<file path="src/rtl/boot_seq_pkg.sv">
package boot_seq_pkg;
  typedef enum logic [1:0] {
    PH_RESET = 2'd0,
    PH_HOST  = 2'd1,
    PH_COPY  = 2'd2,
    PH_RUN   = 2'd3
  } phase_t;

  localparam logic [1:0] MODE_HOST = 2'b01;
  localparam logic [1:0] MODE_ROM  = 2'b10;
endpackage

</file>
<file path="src/rtl/boot_host_flag.sv">
module boot_host_flag (
  input  logic clk,
  input  logic rst,
  input  logic host_wr,
  input  logic host_bit,
  input  logic core_clr,
  input  logic running,
  output logic flag,
  output logic accept,
  output logic core_irq
);
  // A new completion event is taken only while the bit is clear
  assign accept = host_wr && host_bit && !flag;

  always_ff @(posedge clk) begin
    if (rst) begin
      flag     <= 1'b0;
      core_irq <= 1'b0;
    end else begin
      core_irq <= accept && running;
      if (accept)
        flag <= 1'b1;
      else if (core_clr && running)
        flag <= 1'b0;
    end
  end

  // interrupt never reaches a stalled core and is a single pulse
  assert_irq_pulse_R6: assert property (@(posedge clk) disable iff (rst)
    core_irq |=> !core_irq);
  assert_irq_needs_flag_R6: assert property (@(posedge clk) disable iff (rst)
    core_irq |-> flag);
endmodule

</file>
<file path="src/rtl/boot_rom_copier.sv">
module boot_rom_copier #(
  parameter int IMG_BYTES = 1024,
  localparam int AW    = $clog2(IMG_BYTES),
  localparam int WORDS = IMG_BYTES / 4,
  localparam int WAW   = $clog2(WORDS),
  localparam int CW    = WAW + 1
) (
  input  logic           clk,
  input  logic           rst,
  input  logic           start,
  input  logic           big_endian,
  input  logic [7:0]     rom_rdata,
  input  logic           rom_valid,
  output logic           rom_req,
  output logic [AW-1:0]  rom_addr,
  output logic           mem_we,
  output logic [WAW-1:0] mem_addr,
  output logic [31:0]    mem_wdata,
  output logic [CW-1:0]  word_cnt,
  output logic           done
);
  logic [31:0] pack_q, pack_nxt;
  logic [1:0]  lane;

  assign lane = big_endian ? 2'd3 - rom_addr[1:0] : rom_addr[1:0];

  always_comb begin
    pack_nxt = pack_q;
    for (int k = 0; k < 4; k++)
      if (lane == 2'(k)) pack_nxt[8*k +: 8] = rom_rdata;
  end

  always_ff @(posedge clk) begin
    if (rst) begin
      rom_req   <= 1'b0;
      rom_addr  <= '0;
      pack_q    <= '0;
      mem_we    <= 1'b0;
      mem_addr  <= '0;
      mem_wdata <= '0;
      word_cnt  <= '0;
      done      <= 1'b0;
    end else begin
      mem_we <= 1'b0;
      done   <= 1'b0;
      if (start) begin
        rom_req  <= 1'b1;
        rom_addr <= '0;
        word_cnt <= '0;
      end else if (rom_req && rom_valid) begin
        pack_q <= pack_nxt;
        if (rom_addr[1:0] == 2'd3) begin
          mem_we    <= 1'b1;
          mem_addr  <= rom_addr[AW-1:2];
          mem_wdata <= pack_nxt;
        end
        if (rom_addr == AW'(IMG_BYTES - 1))
          rom_req <= 1'b0;
        else
          rom_addr <= rom_addr + 1'b1;
      end
      if (mem_we) begin
        word_cnt <= word_cnt + 1'b1;
        if (word_cnt == CW'(WORDS - 1)) done <= 1'b1;
      end
    end
  end

  // address held while the ROM has not answered
  assert_addr_hold_R7: assert property (@(posedge clk) disable iff (rst)
    (rom_req && !rom_valid && !start) |=> $stable(rom_addr));
  // word writes are isolated pulses and the count never overruns
  assert_we_pulse_R9: assert property (@(posedge clk) disable iff (rst)
    mem_we |=> !mem_we);
  assert_cnt_bound_R9: assert property (@(posedge clk) disable iff (rst)
    word_cnt <= CW'(WORDS));
endmodule

</file>
<file path="src/rtl/boot_seq_top.sv">
module boot_seq_top
  import boot_seq_pkg::*;
#(
  parameter int IMG_BYTES = 1024,
  parameter int ADDR_W    = 32,
  localparam int AW    = $clog2(IMG_BYTES),
  localparam int WAW   = $clog2(IMG_BYTES / 4),
  localparam int CW    = WAW + 1
) (
  input  logic              clk,
  input  logic              rst,
  input  logic [1:0]        mode_sel,
  input  logic              port_sel,
  input  logic              big_endian,
  input  logic              host_wr,
  input  logic              host_bit,
  input  logic              core_clr,
  input  logic [7:0]        rom_rdata,
  input  logic              rom_valid,
  output logic              rom_req,
  output logic [AW-1:0]     rom_addr,
  output logic              mem_we,
  output logic [WAW-1:0]    mem_addr,
  output logic [31:0]       mem_wdata,
  output logic              core_stall,
  output logic [ADDR_W-1:0] start_addr,
  output logic              host_port,
  output logic [1:0]        phase,
  output logic              core_irq,
  output logic [CW-1:0]     word_cnt
);
  phase_t     ph_q;
  logic [1:0] mode_q;
  logic       endian_q, copy_start, copy_done, accept, flag;

  assign phase = ph_q;

  always_ff @(posedge clk) begin
    if (rst) begin
      ph_q       <= PH_RESET;
      core_stall <= 1'b1;
      mode_q     <= mode_sel;
      host_port  <= port_sel;
      endian_q   <= big_endian;
      copy_start <= 1'b0;
      start_addr <= '0;
    end else begin
      copy_start <= 1'b0;
      unique case (ph_q)
        PH_RESET: begin
          if (mode_q == MODE_HOST) begin
            ph_q <= PH_HOST;
          end else if (mode_q == MODE_ROM) begin
            ph_q       <= PH_COPY;
            copy_start <= 1'b1;
          end else begin
            ph_q       <= PH_RUN;
            core_stall <= 1'b0;
          end
        end
        PH_HOST: if (accept) begin
          ph_q       <= PH_RUN;
          core_stall <= 1'b0;
        end
        PH_COPY: if (copy_done) begin
          ph_q       <= PH_RUN;
          core_stall <= 1'b0;
        end
        PH_RUN: ;
        default: ph_q <= PH_RESET;
      endcase
    end
  end

  boot_host_flag u_flag (
    .clk(clk), .rst(rst), .host_wr(host_wr), .host_bit(host_bit),
    .core_clr(core_clr), .running(!core_stall), .flag(flag),
    .accept(accept), .core_irq(core_irq)
  );

  boot_rom_copier #(.IMG_BYTES(IMG_BYTES)) u_copy (
    .clk(clk), .rst(rst), .start(copy_start), .big_endian(endian_q),
    .rom_rdata(rom_rdata), .rom_valid(rom_valid), .rom_req(rom_req),
    .rom_addr(rom_addr), .mem_we(mem_we), .mem_addr(mem_addr),
    .mem_wdata(mem_wdata), .word_cnt(word_cnt), .done(copy_done)
  );

  // a copy leaves only toward running, never through the host path
  assert_copy_exit_R5: assert property (@(posedge clk) disable iff (rst)
    (ph_q == PH_COPY) |=> (ph_q == PH_COPY || ph_q == PH_RUN));
  // the core is stalled whenever a copy is under way
  assert_stall_in_copy_R10: assert property (@(posedge clk) disable iff (rst)
    (ph_q == PH_COPY || rom_req || mem_we) |-> core_stall);
  // captured host path does not move after reset
  assert_port_hold_R4: assert property (@(posedge clk) disable iff (rst)
    (ph_q != PH_RESET) |-> $stable(host_port));
  // no interrupt while stalled
  assert_no_irq_stalled_R6: assert property (@(posedge clk) disable iff (rst)
    core_irq |-> !core_stall);
endmodule

</file>
<file path="config.mk">
export PLATFORM = sky130hd
export DESIGN_NAME = boot_seq_top
export DESIGN_NICKNAME = d
export VERILOG_FILES = /design/src/rtl/boot_seq_pkg.sv /design/src/rtl/boot_host_flag.sv /design/src/rtl/boot_rom_copier.sv /design/src/rtl/boot_seq_top.sv
export SDC_FILE = /design/constraint.sdc
export NUM_CORES = 1
export LEC_CHECK = 0
export BUFFER_PORTS_ARGS = -buffer_cell sky130_fd_sc_hd__buf_4
export CAP_MARGIN = 0
export CORE_ASPECT_RATIO = 0.7
export CORE_UTILIZATION = 35
export DETAILED_ROUTE_END_ITERATION = 16
export PLACE_DENSITY = 0.63
export REMOVE_ABC_BUFFERS = 1
export SYNTH_ARGS = -nofsm -noshare
export SYNTH_HDL_FRONTEND = slang
export SYNTH_SLANG_ARGS = --single-unit
export TNS_END_PERCENT = 50
</file>
<file path="constraint.sdc">
create_clock -name clk -period 1.71 [get_ports clk]
set_clock_uncertainty 0.1 [all_clocks]
set_input_delay 0.2565 -clock clk [delete_from_list [all_inputs] [get_ports clk]]
set_output_delay 0.2565 -clock clk [all_outputs]
set_load 0.02 [all_outputs]
</file>
# ---- Word-level counts from Yosys, hierarchy flattened
# Index checks and enable logic that the tools add are counted.
dict set report word_totals {
  regBits 104
}
dict set report op_classes {
  reduce_logical 24
  bitwise_logic 5
  n_mux 25
  eq_ne 14
  addsub 3
}
# cell count
set op_table {}
lappend op_table {{8-bit 2-to-1 mux} 4}
lappend op_table {{9-bit 2-to-1 mux} 2}
lappend op_table {{1-bit 2-to-1 mux} 13}
lappend op_table {{10-bit by 1-bit adder with 10-bit output (second input constant)} 1}
lappend op_table {{10-bit equality test (second input constant)} 1}
lappend op_table {{2-bit equality test (second input constant)} 5}
lappend op_table {{9-bit by 1-bit adder with 9-bit output (second input constant)} 1}
lappend op_table {{9-bit by 8-bit equality test with 1-bit output (second input constant)} 1}
lappend op_table {{2-bit 2-to-1 mux} 4}
lappend op_table {{2-bit nonzero test} 4}
lappend op_table {{2-bit by 1-bit equality test with 1-bit output (second input constant)} 3}
lappend op_table {{2-bit one-hot mux with 3 select lines} 1}
lappend op_table {{2-bit AND reduction} 3}
lappend op_table {{3-bit AND reduction} 2}
lappend op_table {{3-bit OR reduction} 2}
lappend op_table {{1-bit logical AND} 5}
lappend op_table {{1-bit NOT} 5}
lappend op_table {{5-bit AND reduction} 1}
lappend op_table {{2-bit zero test} 2}
lappend op_table {{2-bit by 1-bit != test with 1-bit output (second input constant)} 2}
lappend op_table {{2-bit != test (second input constant)} 2}
lappend op_table {{2-bit OR reduction} 2}
lappend op_table {{1-bit one-hot mux with 3 select lines} 1}
lappend op_table {{3-bit nonzero test} 1}
lappend op_table {{2 further kinds} 3}

# ---- Longest topological paths before layout
# Gate-level depths: netlist of run 1.
dict set report depth {
  depth_word 4
  ltp_mapped 8
  mapped_depth_nobuf 8
}

# ---- Hierarchy
# A second synthesis of run 1 with hierarchy kept.
dict set report unflattened {
  cells_unflattened 499
  area_unflattened_um2 4521.8
}
# mod cells_each seq_area_each_um2 n_inst area_per_inst_um2
set by_module_without_submodules {}
lappend by_module_without_submodules {boot_rom_copier 428 1881.8 1 3826.2}
lappend by_module_without_submodules {boot_seq_top 64 200.2 1 619.3}
lappend by_module_without_submodules {boot_host_flag 7 40.0 1 76.3}

# ---- Worst setup path after synthesis of run 1
# No wires, ideal clock.
dict set report synth_path {
  path_type {flip-flop to flip-flop}
  from {register u_copy.word_cnt[0]}
  to {register u_copy.word_cnt[8]}
  slack_ns -0.203
  path_buffers 0
  required_ns 1.482
  setup_ns 0.128
  stages_incl_launch_ff 9
  t_arrival_ns 1.685
  path_cell_list {dfxtp_1 -> ha_1 -> and3_1 -> and3_1 -> and3_1 -> ha_1 -> nand2b_1 -> o31a_1 -> nor2_1}
}
dict set report synth_between {
  elab_chain_cells 2
}
# item line_no
set synth_rtl {}
lappend synth_rtl {{start: declaration} boot_rom_copier.sv:19} ;# output logic [CW-1:0] word_cnt,
lappend synth_rtl {{start signal: assignment} boot_rom_copier.sv:63} ;# word_cnt <= word_cnt + 1'b1;
lappend synth_rtl {{9-bit by 1-bit adder with 9-bit output} boot_rom_copier.sv:63}
lappend synth_rtl {{9-bit 2-to-1 mux} boot_rom_copier.sv:62} ;# if (mem_we) begin
# No other way between the ends.
# A chain may end at the register's enable or synchronous reset.

# ---- Worst setup path after layout of run 1
# Same ends and word-level chain as after synthesis.

==> load_flow_metrics.sql, run 1 <==
INSERT INTO impl_metrics (metric_group, metric, value, unit) VALUES
('power_and_ir_drop', 'power_per_cell_area', '848', 'nW/µm²'),
('floorplan', 'die_x', '140', 'µm'),
('final_layout', 'diodes_inserted', '0', ''),
('route', 'post_drt_via_cell_ratio', '4.80', ''),
('sta', 'grt_setup_unrepaired', 'true', ''),
('cts', 'path_clk_slew', '0.07', 'ns'),
('critical_path', 'crit_path_start_kind', 'register', ''),
('cts', 'clk_path_buf_depth', '2', ''),
('sta', 'timing.final.hold_violations', '0', ''),
('cts', 'clock_buffer_count_from_cts', '9', ''),
('final_layout', 'num-fill-cells', '1205', ''),
('synth', 'synth_edf_count', '4', ''),
('final_layout', 'finish.instance_area', '6100', 'µm²'),
('cts', 'clkLatencyLatePin', '0.33', 'ns'),
('final_layout', 'area.sequential', '2130', 'µm²'),
('sta', 'clock.fmax', '0.582', 'GHz'),
('global_route', 'first_global_vias', '3426', ''),
('run_status', 'violated_checks', 'negative setup slack', ''),
('synth', 'yosys_register_bits', '104', ''),
('route', 'route.vias.total', '3634', ''),
('synth', 'synthesis.area_per_instance', '9.64', 'µm²'),
('synth', 'post_synth_instance_area', '4700', 'µm²'),
('cts', 'ctsHtreeMaxLevel', '3', ''),
('global_route', 'overall_routing_resource_usage', '0.154', ''),
('floorplan', 'io_pins', '116', ''),
('placed_design', 'gpl.final_weighted_congestion', '0.763', ''),
('route', 'remaining_drc_errors', '0', ''),
('route', 'firstDrtPassIters', '5', ''),
('power_and_ir_drop', 'power.leakage', '2.32', 'nW'),
('hold_path', 'min-delay-path-class', 'in2reg', ''),
('route', 'detail_route.wirelength', '10.6', 'mm'),
('critical_path', 'worst-setup-path-type', 'reg2reg', ''),
('critical_path', 'worstPathArrival', '1.83', 'ns'),
('route', 'avgRoutedWirePerCell', '14.1', 'µm'),
('cts', 'cts_root_buffer', 'clkbuf_16', ''),
('critical_path', 'endpoint_kind', 'register', ''),
('final_layout', 'areaGrowthSynthToFinish', '29.9', '%'),
('synth', 'synth_largest_type_area_fraction', '0.426', ''),
('placed_design', 'place_hpwl', '7.48', 'mm'),
('synth', 'synth.top_cells.by_area', 'dfxtp_1, mux2i_1, nor2_1', ''),
('synth', 'synth_commonest_cells', 'dfxtp_1, nor2_1, mux2i_1', ''),
('synth', 'synth_seq_area_share', '0.452', ''),
('synth', 'syn_inst', '487', ''),
('cts', 'numClockSinks', '104', ''),
('critical_path', 'cp_data_required_time', '1.83', 'ns'),
('floorplan', 'floorplan.die.height', '98.9', 'µm'),
('placed_design', 'postPlaceCellArea', '5620', 'µm²'),
('critical_path', 'worstPathMaxFanout', '2', ''),
('floorplan', 'fp.dieArea', '13900', 'µm²'),
('final_layout', 'multiInputGateArea', '2430', 'µm²'),
('global_route', 'grt_first_pass_wirelength', '17.0', 'mm'),
('placed_design', 'place.port_buffers', '83', ''),
('synth', 'async_flop_share', '0', ''),
('final_layout', 'proportion_of_layout_cells_with_a_drive_suffix_above_1', '0.296', ''),
('sta', 'fin_tns_setup', '-0.00769', 'ns'),
('sta', 'final.hold.worst_slack', '0.152', 'ns'),
('route', 'dr.first_iter.drc_count', '179', ''),
('floorplan', 'core_region_area', '12800', 'µm²'),
('floorplan', 'initial_core_util', '0.368', ''),
('placed_design', 'pre_cts_ws', '-0.107', 'ns'),
('global_route', 'globalRouteOverflowTotal', '0', ''),
('run_status', 'status', 'finished with violations', ''),
('synth', 'ys.flop_type', 'dfxtp_1', ''),
('synth', 'synth_cell_type_count', '48', ''),
('sta', 'layout_min_cycle_time', '1.72', 'ns'),
('synth', 'yosys.area.top_type', 'dfxtp_1', ''),
('sta', 'post-route-worst-setup-slack', '-0.00769', 'ns'),
('global_route', 'pin_count_of_the_biggest_net_entering_global_routing', '48', ''),
('floorplan', 'core.rowCount', '34', ''),
('synth', 'post-synth-top-count-cell', 'dfxtp_1', ''),
('final_layout', 'nets', '615', ''),
('sta', 'finalSetupViolCount', '1', ''),
('synth', 'yosys_warnings', '0', ''),
('final_layout', 'final_core_density', '0.478', ''),
('sta', 'drv_slew', '0', ''),
('route', 'antenna_violating_nets_post_route', '0', ''),
('flow_run', 'cap_violations', '0', ''),
('cts', 'tritoncts', 'built', ''),
('global_route', 'antenna_violations_before_repair', '0', ''),
('sta', 'fin_crit_sh', '1.00', ''),
('power_and_ir_drop', 'ir_worst_vdd', '0.750', 'mV');
==> registers in the layout, indices dropped and copies added, names as in the netlist <==
| name | count |
|---|---|
| endian_q | 1 |
| copy_start | 1 |
| u_copy.mem_addr | 8 |
| u_copy.mem_wdata | 32 |
| host_port | 1 |
| phase | 2 |
| core_stall | 1 |
| mode_q | 2 |
| u_copy.rom_req | 1 |
| u_flag.flag | 1 |
| u_copy.word_cnt | 9 |
| u_copy.done | 1 |
| u_copy.pack_q | 32 |
| u_copy.rom_addr | 10 |
| u_copy.mem_we | 1 |
| u_flag.core_irq | 1 |
==> report_power, final <==
group / switching [mW] / internal (mW) / leakage (nW) / total (mW)
Clock: 0.857 / 1.03 / 0.123 / 1.89
Combinational: 0.416 / 0.308 / 1.35 / 0.725
Sequential: 0.0629 / 2.50 / 0.848 / 2.56
Total: 1.34 / 3.84 / 2.32 / 5.17
==> what timing repair did <==
item,4_1_cts,5_1_grt
pin swaps,2,6
gates resized for setup,13,19
gates cloned,0,0
hold buffers,4,0
setup endpoints to repair,26,57
endpoints found under the hold margin,4,0
setup buffers,1,1
==> metal layers <==
layer  track usage  share of wire
met2         0.247           0.46
met3        0.0350          0.036
met4        0.0533          0.011
met5             0              0
met1         0.205           0.49
==> path summary, 6_finish.rpt <==
path                                         from  cells after the start  slack [ns]                               to
setup reg to reg  u_copy.word_cnt[0]$_SDFFE_PP0P_                      8      -0.008  u_copy.word_cnt[8]$_SDFFE_PP0P_
hold / removal                       rom_rdata[4]                      3        0.15   u_copy.pack_q[12]$_SDFFE_PP0P_
setup / recovery  u_copy.word_cnt[0]$_SDFFE_PP0P_                      8      -0.008  u_copy.word_cnt[8]$_SDFFE_PP0P_
hold reg to reg   u_copy.mem_addr[7]$_SDFFE_PP0P_                      2        0.36  u_copy.mem_addr[7]$_SDFFE_PP0P_
==> cell usage in the layout (no fill, tap or decap), types with 3 or more instances in the layout <==
cell type      instances
nand4_1                3
edfxtp_1               4
clkbuf_16              9
inv_1                  7
and3_4                 3
nor3_1                 4
or3b_4                 3
mux2i_1               60
and4_1                 3
a21oi_4                4
o21ai_0                7
clkbuf_1               4
dfxtp_1               96
a211oi_2               9
a211oi_1              24
nand3b_1               6
o31ai_1                5
or4_1                  3
conb_1                32
buf_4                109
xor2_1                 4
dfxtp_2                3
a21oi_1               21
nand2_1               23
buf_12                 8
nand3_1                8
mux2i_2                4
dlygate4sd3_1          4
nor2_1                79
ha_1                   4
==> layout make-up <==
type | count | share of cell area
inverters | 8 | 0.00492
flip-flops and latches | 104 | 0.349
multi-input cells | 344 | 0.398
clock inverters | 2 | 0.00246
repair buffers | 123 | 0.171
clock buffers | 14 | 0.0416
well taps | 162 | 0.0332
==> critical path: stages (launching register included) <==
cell and delay, ns:
dfxtp_2 0.34, ha_4 0.16, and3_4 0.17, and3_4 0.17, and3_4 0.17, ha_4 0.25, nand2b_1 0.09, o31a_1 0.12
nor2_1 0.03
==> logic make-up after synthesis <==
family / share of synthesized area
multiplexers: 0.143
AND/OR/NAND/NOR: 0.167
AO/OA/AOI/OAI: 0.124
adder cells (fa/ha/maj): 0.0187
other: 0.000799
buffers and inverters: 0.0866
XOR/XNOR: 0.00746
flip-flops: 0.452
==> per-stage QoR <==
stage / cells / power (mW)
floorplan: 456 / 2.99
global placement: 735 / 3.25
detailed placement: 735 / 3.28
CTS: 756 / 5.19
global route: 757 / 5.41
finish: 757 / 5.17
Note: power is estimated with default switching activity, not from simulation.
==> inputs of run 2 (changes only) <==
--- a/config.mk
+++ b/config.mk
@@ -9,6 +9,7 @@
 export CAP_MARGIN = 0
 export CORE_ASPECT_RATIO = 0.7
 export CORE_UTILIZATION = 35
+export CTS_BUF_LIST = sky130_fd_sc_hd__clkbuf_2
 export DETAILED_ROUTE_END_ITERATION = 16
 export PLACE_DENSITY = 0.63
 export REMOVE_ABC_BUFFERS = 1
==> run 2 against run 1 <==
  * Die area is the same
  * Register-to-register slack lost 0.04 ns
  * Wire length grew 4.7%
  * Via count grew 2.8%
  * Design area grew 2.7%
  * Largest power group unchanged
  * Sequential cell count is the same
  * Critical path type unchanged
  * Fmax shrank 2.0%
  * Combinational power grew 7.2%
  * The run still ends with negative setup slack left
  * Core utilization grew 1.3 points
  * Critical path depth shrank 3
  * Highest routed layer unchanged
  * Hold slack gained 0.012 ns
  * Clock-buffer cell count shrank 1
==> load_flow_metrics.sql, run 2 (same netlist as run 1, synthesis figures left out) <==
INSERT INTO impl_metrics (metric_group, metric, value, unit) VALUES
('run_status', 'status', 'finished with violations', ''),
('run_status', 'violated_checks', 'negative setup slack', ''),
('cts', 'ctsHtreeMaxLevel', '3', ''),
('power_and_ir_drop', 'seq_power_share', '0.593', ''),
('sta', 'grt_setup_unrepaired', 'true', ''),
('sta', 'finalSetupViolCount', '23', ''),
('global_route', 'antenna_violations_before_repair', '0', ''),
('final_layout', 'leading_cell_types_in_the_layout_fill_and_taps_excluded', 'buf_4, dfxtp_1, nor2_1, mux2i_1, conb_1', ''),
('power_and_ir_drop', 'clkPwrFrac', '0.227', ''),
('power_and_ir_drop', 'sw_frac_of_total', '0.293', ''),
('power_and_ir_drop', 'internal-power', '3.06', 'mW'),
('route', 'wl_met1', '5.49', 'mm'),
('global_route', 'pin_count_of_the_biggest_net_entering_global_routing', '48', ''),
('floorplan', 'fp.dieArea', '13900', 'µm²'),
('floorplan', 'core_region_area', '12800', 'µm²'),
('sta', 'final.hold.worst_slack', '0.164', 'ns'),
('route', 'remaining_drc_errors', '0', ''),
('floorplan', 'initial_core_util', '0.368', ''),
('critical_path', 'worstPathArrival', '2.13', 'ns'),
('power_and_ir_drop', 'p_comb_frac', '0.179', ''),
('route', 'firstDrtPassIters', '4', ''),
('floorplan', 'core.rowCount', '34', ''),
('global_route', 'overall_routing_resource_usage', '0.157', ''),
('route', 'met3_wirelength', '419', 'µm'),
('final_layout', 'layout_top_registers', 'u_copy.mem_wdata x32, u_copy.pack_q x32, u_copy.rom_addr x10', ''),
('sta', 'timing.final.hold_violations', '0', ''),
('power_and_ir_drop', 'total_power', '4.33', 'mW'),
('final_layout', 'proportion_of_layout_cells_with_a_drive_suffix_above_1', '0.333', ''),
('cts', 'clock_buffer_count_from_cts', '9', ''),
('final_layout', 'diodes_inserted', '0', ''),
('sta', 'fin_crit_sh', '1.03', ''),
('flow_run', 'cap_violations', '0', ''),
('sta', 'post-route-worst-setup-slack', '-0.0435', 'ns'),
('cts', 'clk_path_buf_depth', '2', ''),
('route', 'highest_layer', 'met4', ''),
('final_layout', 'mostFrequentLayoutCell', 'buf_4', ''),
('sta', 'drv_slew', '0', ''),
('route', 'met2WireLength', '5.12', 'mm'),
('critical_path', 'crit_path_start_kind', 'register', ''),
('placed_design', 'place.port_buffers', '83', ''),
('cts', 'cts_root_buffer', 'clkbuf_2', ''),
('route', 'antenna_violating_nets_post_route', '0', ''),
('cts', 'path_clk_slew', '0.26', 'ns'),
('critical_path', 'worstPathMaxFanout', '8', ''),
('route', 'route.vias.total', '3737', ''),
('sta', 'clock.fmax', '0.570', 'GHz'),
('global_route', 'first_global_vias', '3473', ''),
('critical_path', 'cp_data_required_time', '2.08', 'ns'),
('final_layout', 'nets', '639', ''),
('hold_path', 'min-delay-path-class', 'in2reg', ''),
('route', 'detail_route.wirelength', '11.1', 'mm'),
('route', 'post_drt_via_cell_ratio', '4.78', ''),
('critical_path', 'reg2reg_slack', '-0.04', 'ns'),
('floorplan', 'die_x', '140', 'µm'),
('route', 'avgRoutedWirePerCell', '14.3', 'µm'),
('power_and_ir_drop', 'power_per_cell_area', '692', 'nW/µm²'),
('sta', 'layout_min_cycle_time', '1.75', 'ns'),
('cts', 'clkLatencyLatePin', '0.56', 'ns'),
('power_and_ir_drop', 'ir_worst_vdd', '0.624', 'mV'),
('final_layout', 'areaGrowthSynthToFinish', '33.4', '%'),
('power_and_ir_drop', 'power.leakage', '2.42', 'nW'),
('route', 'dr.first_iter.drc_count', '209', ''),
('placed_design', 'place_hpwl', '7.48', 'mm'),
('floorplan', 'floorplan.die.height', '98.9', 'µm'),
('critical_path', 'worst-setup-path-type', 'reg2reg', ''),
('placed_design', 'gpl.final_weighted_congestion', '0.763', ''),
('final_layout', 'num-fill-cells', '1190', ''),
('power_and_ir_drop', 'switchingPower', '1.27', 'mW'),
('floorplan', 'io_pins', '116', ''),
('global_route', 'grt_first_pass_wirelength', '17.3', 'mm'),
('global_route', 'globalRouteOverflowTotal', '0', ''),
('critical_path', 'endpoint_kind', 'register', ''),
('cts', 'tritoncts', 'built', ''),
('cts', 'numClockSinks', '104', '');
-- run 2: changes by cell type in the layout (fill, tap and decap cells not counted), moves of 4 or more --
| cell | previous run | this run |
|---|---|---|
| dfxtp_2 | 3 | 14 |
| clkbuf_16 | 9 | 1 |
| buf_6 | 2 | 8 |
| clkbuf_1 | 4 | 0 |
| mux2i_1 | 60 | 56 |
| dfxtp_1 | 96 | 85 |
| clkbuf_2 | 0 | 13 |
| dlygate4sd3_1 | 4 | 17 |
-- run 2: repair_timing --
item	in CTS	in global routing
endpoints found under the setup margin	34	73
gates cloned	0	1
endpoints found under the hold margin	81	0
pin swaps	2	23
resized for setup	19	43
hold buffers	17	0
setup buffers	2	11
-- run 2: power groups by stage --
stage / logic (mW) / clock network, mW / registers [mW]
finish: 0.777 / 0.984 / 2.57
global route: 0.837 / 1.16 / 2.59
CTS: 0.714 / 1.04 / 2.57
detailed placement: 0.671 / 0 / 2.61
global placement: 0.640 / 0 / 2.61
floorplan: 0.335 / 0 / 2.65
-- run 2: path summary, 6_finish.rpt --
check / startpoint / to / cells after the start
max: endian_q$_DFFE_PP_ / u_copy.pack_q[21]$_SDFFE_PP0P_ / 5
min: host_bit / phase[1]$_SDFFE_PP0P_ / 6
max reg2reg: endian_q$_DFFE_PP_ / u_copy.pack_q[21]$_SDFFE_PP0P_ / 5
min reg2reg: u_copy.mem_addr[7]$_SDFFE_PP0P_ / u_copy.mem_addr[7]$_SDFFE_PP0P_ / 2
-- run 2: area by class of cell --
class	instances	area, µm²	share of cell area
Multi-Input combinational cell	344	2500	0.399
Clock inverter	3	18.8	0.00300
Clock buffer	13	65.1	0.0104
Sequential cell	104	2140	0.342
Inverter	8	30.0	0.00480
Timing Repair Buffer	147	1310	0.209
Tap cell	162	203	0.0324
-- run 2: metal layers --
metal | track usage | vias to the layer above
met5 | 0 | -
met4 | 0.0524 | 0
met3 | 0.0389 | 10
met2 | 0.249 | 76
met1 | 0.209 | 1758
li1 | - | 1893
-- run 2: critical path: stages (launching register included) --
cell and delay (ns):
edfxtp_1 0.55, or3b_4 0.48, a21oi_4 0.16, buf_12 0.15, mux2i_1 0.19, nor2_1 0.06
-- run 2: per-stage QoR --
stage / worst slack (ns) / setup TNS, ns / util / instances / cell area (µm²)
floorplan: -1.26 / -51.35 / - / 456 / 4440
global placement: -0.0585 / -0.124 / 0.440 / 735 / 5620
detailed placement: -0.107 / -0.393 / 0.440 / 735 / 5620
CTS: -0.0401 / -0.0408 / 0.467 / 770 / 5960
global route: -0.115 / -2.35 / 0.491 / 781 / 6260
finish: -0.0435 / -0.279 / 0.491 / 781 / 6260
==> inputs of run 3 (changes only) <==
--- a/config.mk
+++ b/config.mk
@@ -9,7 +9,7 @@
 export CAP_MARGIN = 0
 export CORE_ASPECT_RATIO = 0.7
 export CORE_UTILIZATION = 35
-export CTS_BUF_LIST = sky130_fd_sc_hd__clkbuf_2
+export CTS_BUF_LIST = sky130_fd_sc_hd__clkbuf_8
 export DETAILED_ROUTE_END_ITERATION = 16
 export PLACE_DENSITY = 0.63
 export REMOVE_ABC_BUFFERS = 1
==> constraint.sdc (replaced) <==
create_clock -name clk -period 1.71 [get_ports clk]
set_clock_uncertainty 0.1 [all_clocks]
set_input_delay 0 -clock clk [delete_from_list [all_inputs] [get_ports clk]]
set_output_delay 0 -clock clk [all_outputs]
set_load 0.02 [all_outputs]
==> run 3 against run 2 <==
  * The run still ends with negative setup slack left
  * Combinational power decreased by 4.5%
  * Non-clock buffer count fell by 2
  * Sequential share of layout area grew 0.16 points
  * Core utilization down 0.40 points
  * Wire length shrank 0.61%
  * Clock-buffer cell count is 4 lower
  * Setup slack better by 0.036 ns
  * Largest cell class unchanged
  * Highest routed layer unchanged
==> load_flow_metrics.sql, run 3 (same netlist as run 1, synthesis figures left out) <==
INSERT INTO impl_metrics (metric_group, metric, value, unit) VALUES
('route', 'dr.first_iter.drc_count', '159', ''),
('sta', 'post-route-worst-setup-slack', '-0.00750', 'ns'),
('final_layout', 'nets', '637', ''),
('floorplan', 'core.rowCount', '34', ''),
('cts', 'tritoncts', 'built', ''),
('global_route', 'pin_count_of_the_biggest_net_entering_global_routing', '51', ''),
('route', 'detail_route.wirelength', '11.1', 'mm'),
('cts', 'numClockSinks', '104', ''),
('final_layout', 'layout_top_registers', 'u_copy.mem_wdata x32, u_copy.pack_q x32, u_copy.rom_addr x10', ''),
('sta', 'clock.fmax', '0.582', 'GHz'),
('final_layout', 'mostFrequentLayoutCell', 'buf_4', ''),
('run_status', 'status', 'finished with violations', ''),
('cts', 'path_clk_slew', '0.09', 'ns'),
('sta', 'grt_setup_unrepaired', 'true', ''),
('cts', 'clk_path_buf_depth', '2', ''),
('sta', 'timing.slew.headroom', '0.623', ''),
('floorplan', 'floorplan.die.height', '98.9', 'µm'),
('critical_path', 'cp_data_required_time', '1.84', 'ns'),
('placed_design', 'pre_cts_ws', '-0.108', 'ns'),
('floorplan', 'io_pins', '116', ''),
('placed_design', 'postPlaceCellArea', '5590', 'µm²'),
('final_layout', 'diodes_inserted', '0', ''),
('final_layout', 'post_layout_nonfiller_instances', '779', ''),
('route', 'post_drt_via_cell_ratio', '4.78', ''),
('critical_path', 'endpoint_kind', 'register', ''),
('sta', 'timing.final.hold_violations', '0', ''),
('power_and_ir_drop', 'power.leakage', '2.42', 'nW'),
('cts', 'clkLatencyLatePin', '0.36', 'ns'),
('hold_path', 'min-delay-path-class', 'in2reg', ''),
('power_and_ir_drop', 'ir_worst_vdd', '0.506', 'mV'),
('sta', 'max_slew.worst_pin.slew', '0.565', 'ns'),
('placed_design', 'place.detailed.instances', '734', ''),
('global_route', 'grt_first_pass_wirelength', '17.5', 'mm'),
('floorplan', 'die_x', '140', 'µm'),
('power_and_ir_drop', 'total_power', '4.75', 'mW'),
('power_and_ir_drop', 'power_per_cell_area', '765', 'nW/µm²'),
('global_route', 'antenna_violations_before_repair', '0', ''),
('route', 'avgRoutedWirePerCell', '14.2', 'µm'),
('sta', 'fin_crit_sh', '1.00', ''),
('cts', 'ctsHtreeMaxLevel', '3', ''),
('run_status', 'violated_checks', 'negative setup slack', ''),
('route', 'route.vias.total', '3726', ''),
('global_route', 'globalRouteOverflowTotal', '0', ''),
('sta', 'layout_min_cycle_time', '1.72', 'ns'),
('global_route', 'first_global_vias', '3459', ''),
('floorplan', 'initial_core_util', '0.368', ''),
('sta', 'final.hold.worst_slack', '0.179', 'ns'),
('final_layout', 'leading_cell_types_in_the_layout_fill_and_taps_excluded', 'buf_4, dfxtp_1, nor2_1, mux2i_1, conb_1', ''),
('flow_run', 'cap_violations', '0', ''),
('cts', 'cts_root_buffer', 'clkbuf_8', ''),
('route', 'firstDrtPassIters', '4', ''),
('critical_path', 'worstPathArrival', '1.85', 'ns'),
('route', 'antenna_violating_nets_post_route', '0', ''),
('final_layout', 'proportion_of_layout_cells_with_a_drive_suffix_above_1', '0.300', ''),
('floorplan', 'fp.dieArea', '13900', 'µm²'),
('final_layout', 'finish.instance_area', '6210', 'µm²'),
('final_layout', 'areaGrowthSynthToFinish', '32.3', '%'),
('placed_design', 'place_hpwl', '7.45', 'mm'),
('route', 'remaining_drc_errors', '0', ''),
('critical_path', 'worst-setup-path-type', 'reg2reg', ''),
('placed_design', 'gpl.final_weighted_congestion', '0.792', ''),
('critical_path', 'worstPathMaxFanout', '2', ''),
('floorplan', 'core_region_area', '12800', 'µm²'),
('cts', 'clock_buffer_count_from_cts', '9', ''),
('global_route', 'overall_routing_resource_usage', '0.158', ''),
('critical_path', 'crit_path_start_kind', 'register', ''),
('placed_design', 'place.port_buffers', '83', ''),
('sta', 'drv_slew', '0', ''),
('sta', 'finalSetupViolCount', '1', '');
## run 3: changes by cell type in the layout (fill, tap and decap cells not counted), moves of 2 or more
cell and delta:
a211oi_2 -2, mux2i_2 -3, buf_12 -2, mux2i_4 -3
inv_1 +4, a211oi_1 +2, dfxtp_2 -9, clkbuf_8 +9
dfxtp_1 +8, buf_4 +3, buf_6 -4, mux2i_1 +6
clkbuf_2 -11
## run 3: through the flow
stage | TNS [ns] | util
2_1_floorplan | -51.35 | -
3_5_place_dp | -0.573 | 0.438
6_report | -0.00750 | 0.487
5_1_grt | -1.47 | 0.487
3_3_place_gp | -0.163 | 0.438
4_1_cts | -0.00907 | 0.472
## run 3: critical path, stage by stage, from the launching register on
cell and delay, ns:
dfxtp_2 0.35, ha_4 0.15, and3_4 0.17, and3_4 0.15, and3_4 0.17, ha_4 0.25, nand2b_4 0.10, o31a_1 0.12
nor2_1 0.03
## run 3: final cells by class
type | count | area, µm²
timing repair buffer | 145 | 1240
tap | 162 | 203
fill | 1215 | 6550
sequential | 104 | 2140
multi-input combinational | 344 | 2420
inverter | 8 | 30.0
clock inverter | 7 | 57.6
clock buffer | 9 | 124
## run 3: report_power, final
part | total (mW) | internal [mW] | switching [mW]
registers | 2.56 | 2.50 | 0.0599
clock network | 1.46 | 0.655 | 0.800
logic | 0.742 | 0.319 | 0.422
## run 3: metal layers
metal  vias to the layer above  global-route usage  wire, µm
met2                        74               0.248      5060
li1                       1891                   -         -
met1                      1752               0.212      5400
met3                         9              0.0423       497
met4                         0              0.0507       117
met5                         -                   0         0
## run 3: final timing paths
check | start | to | slack, ns | cells past startpoint
setup / recovery | u_copy.word_cnt[0]$_SDFFE_PP0P_ | u_copy.word_cnt[8]$_SDFFE_PP0P_ | -0.007 | 8
hold reg to reg | u_copy.mem_addr[5]$_SDFFE_PP0P_ | u_copy.mem_addr[5]$_SDFFE_PP0P_ | 0.36 | 2
hold / removal | host_bit | phase[0]$_SDFFE_PP0P_ | 0.18 | 6
setup reg to reg | u_copy.word_cnt[0]$_SDFFE_PP0P_ | u_copy.word_cnt[8]$_SDFFE_PP0P_ | -0.007 | 8
## run 3: what timing repair did
item,in CTS,in global routing
setup endpoints to repair,33,58
hold endpoints to repair,67,0
gates cloned,0,1
buffers inserted,2,8
hold buffers,18,0
gates resized for setup,15,23
pin swaps,3,10
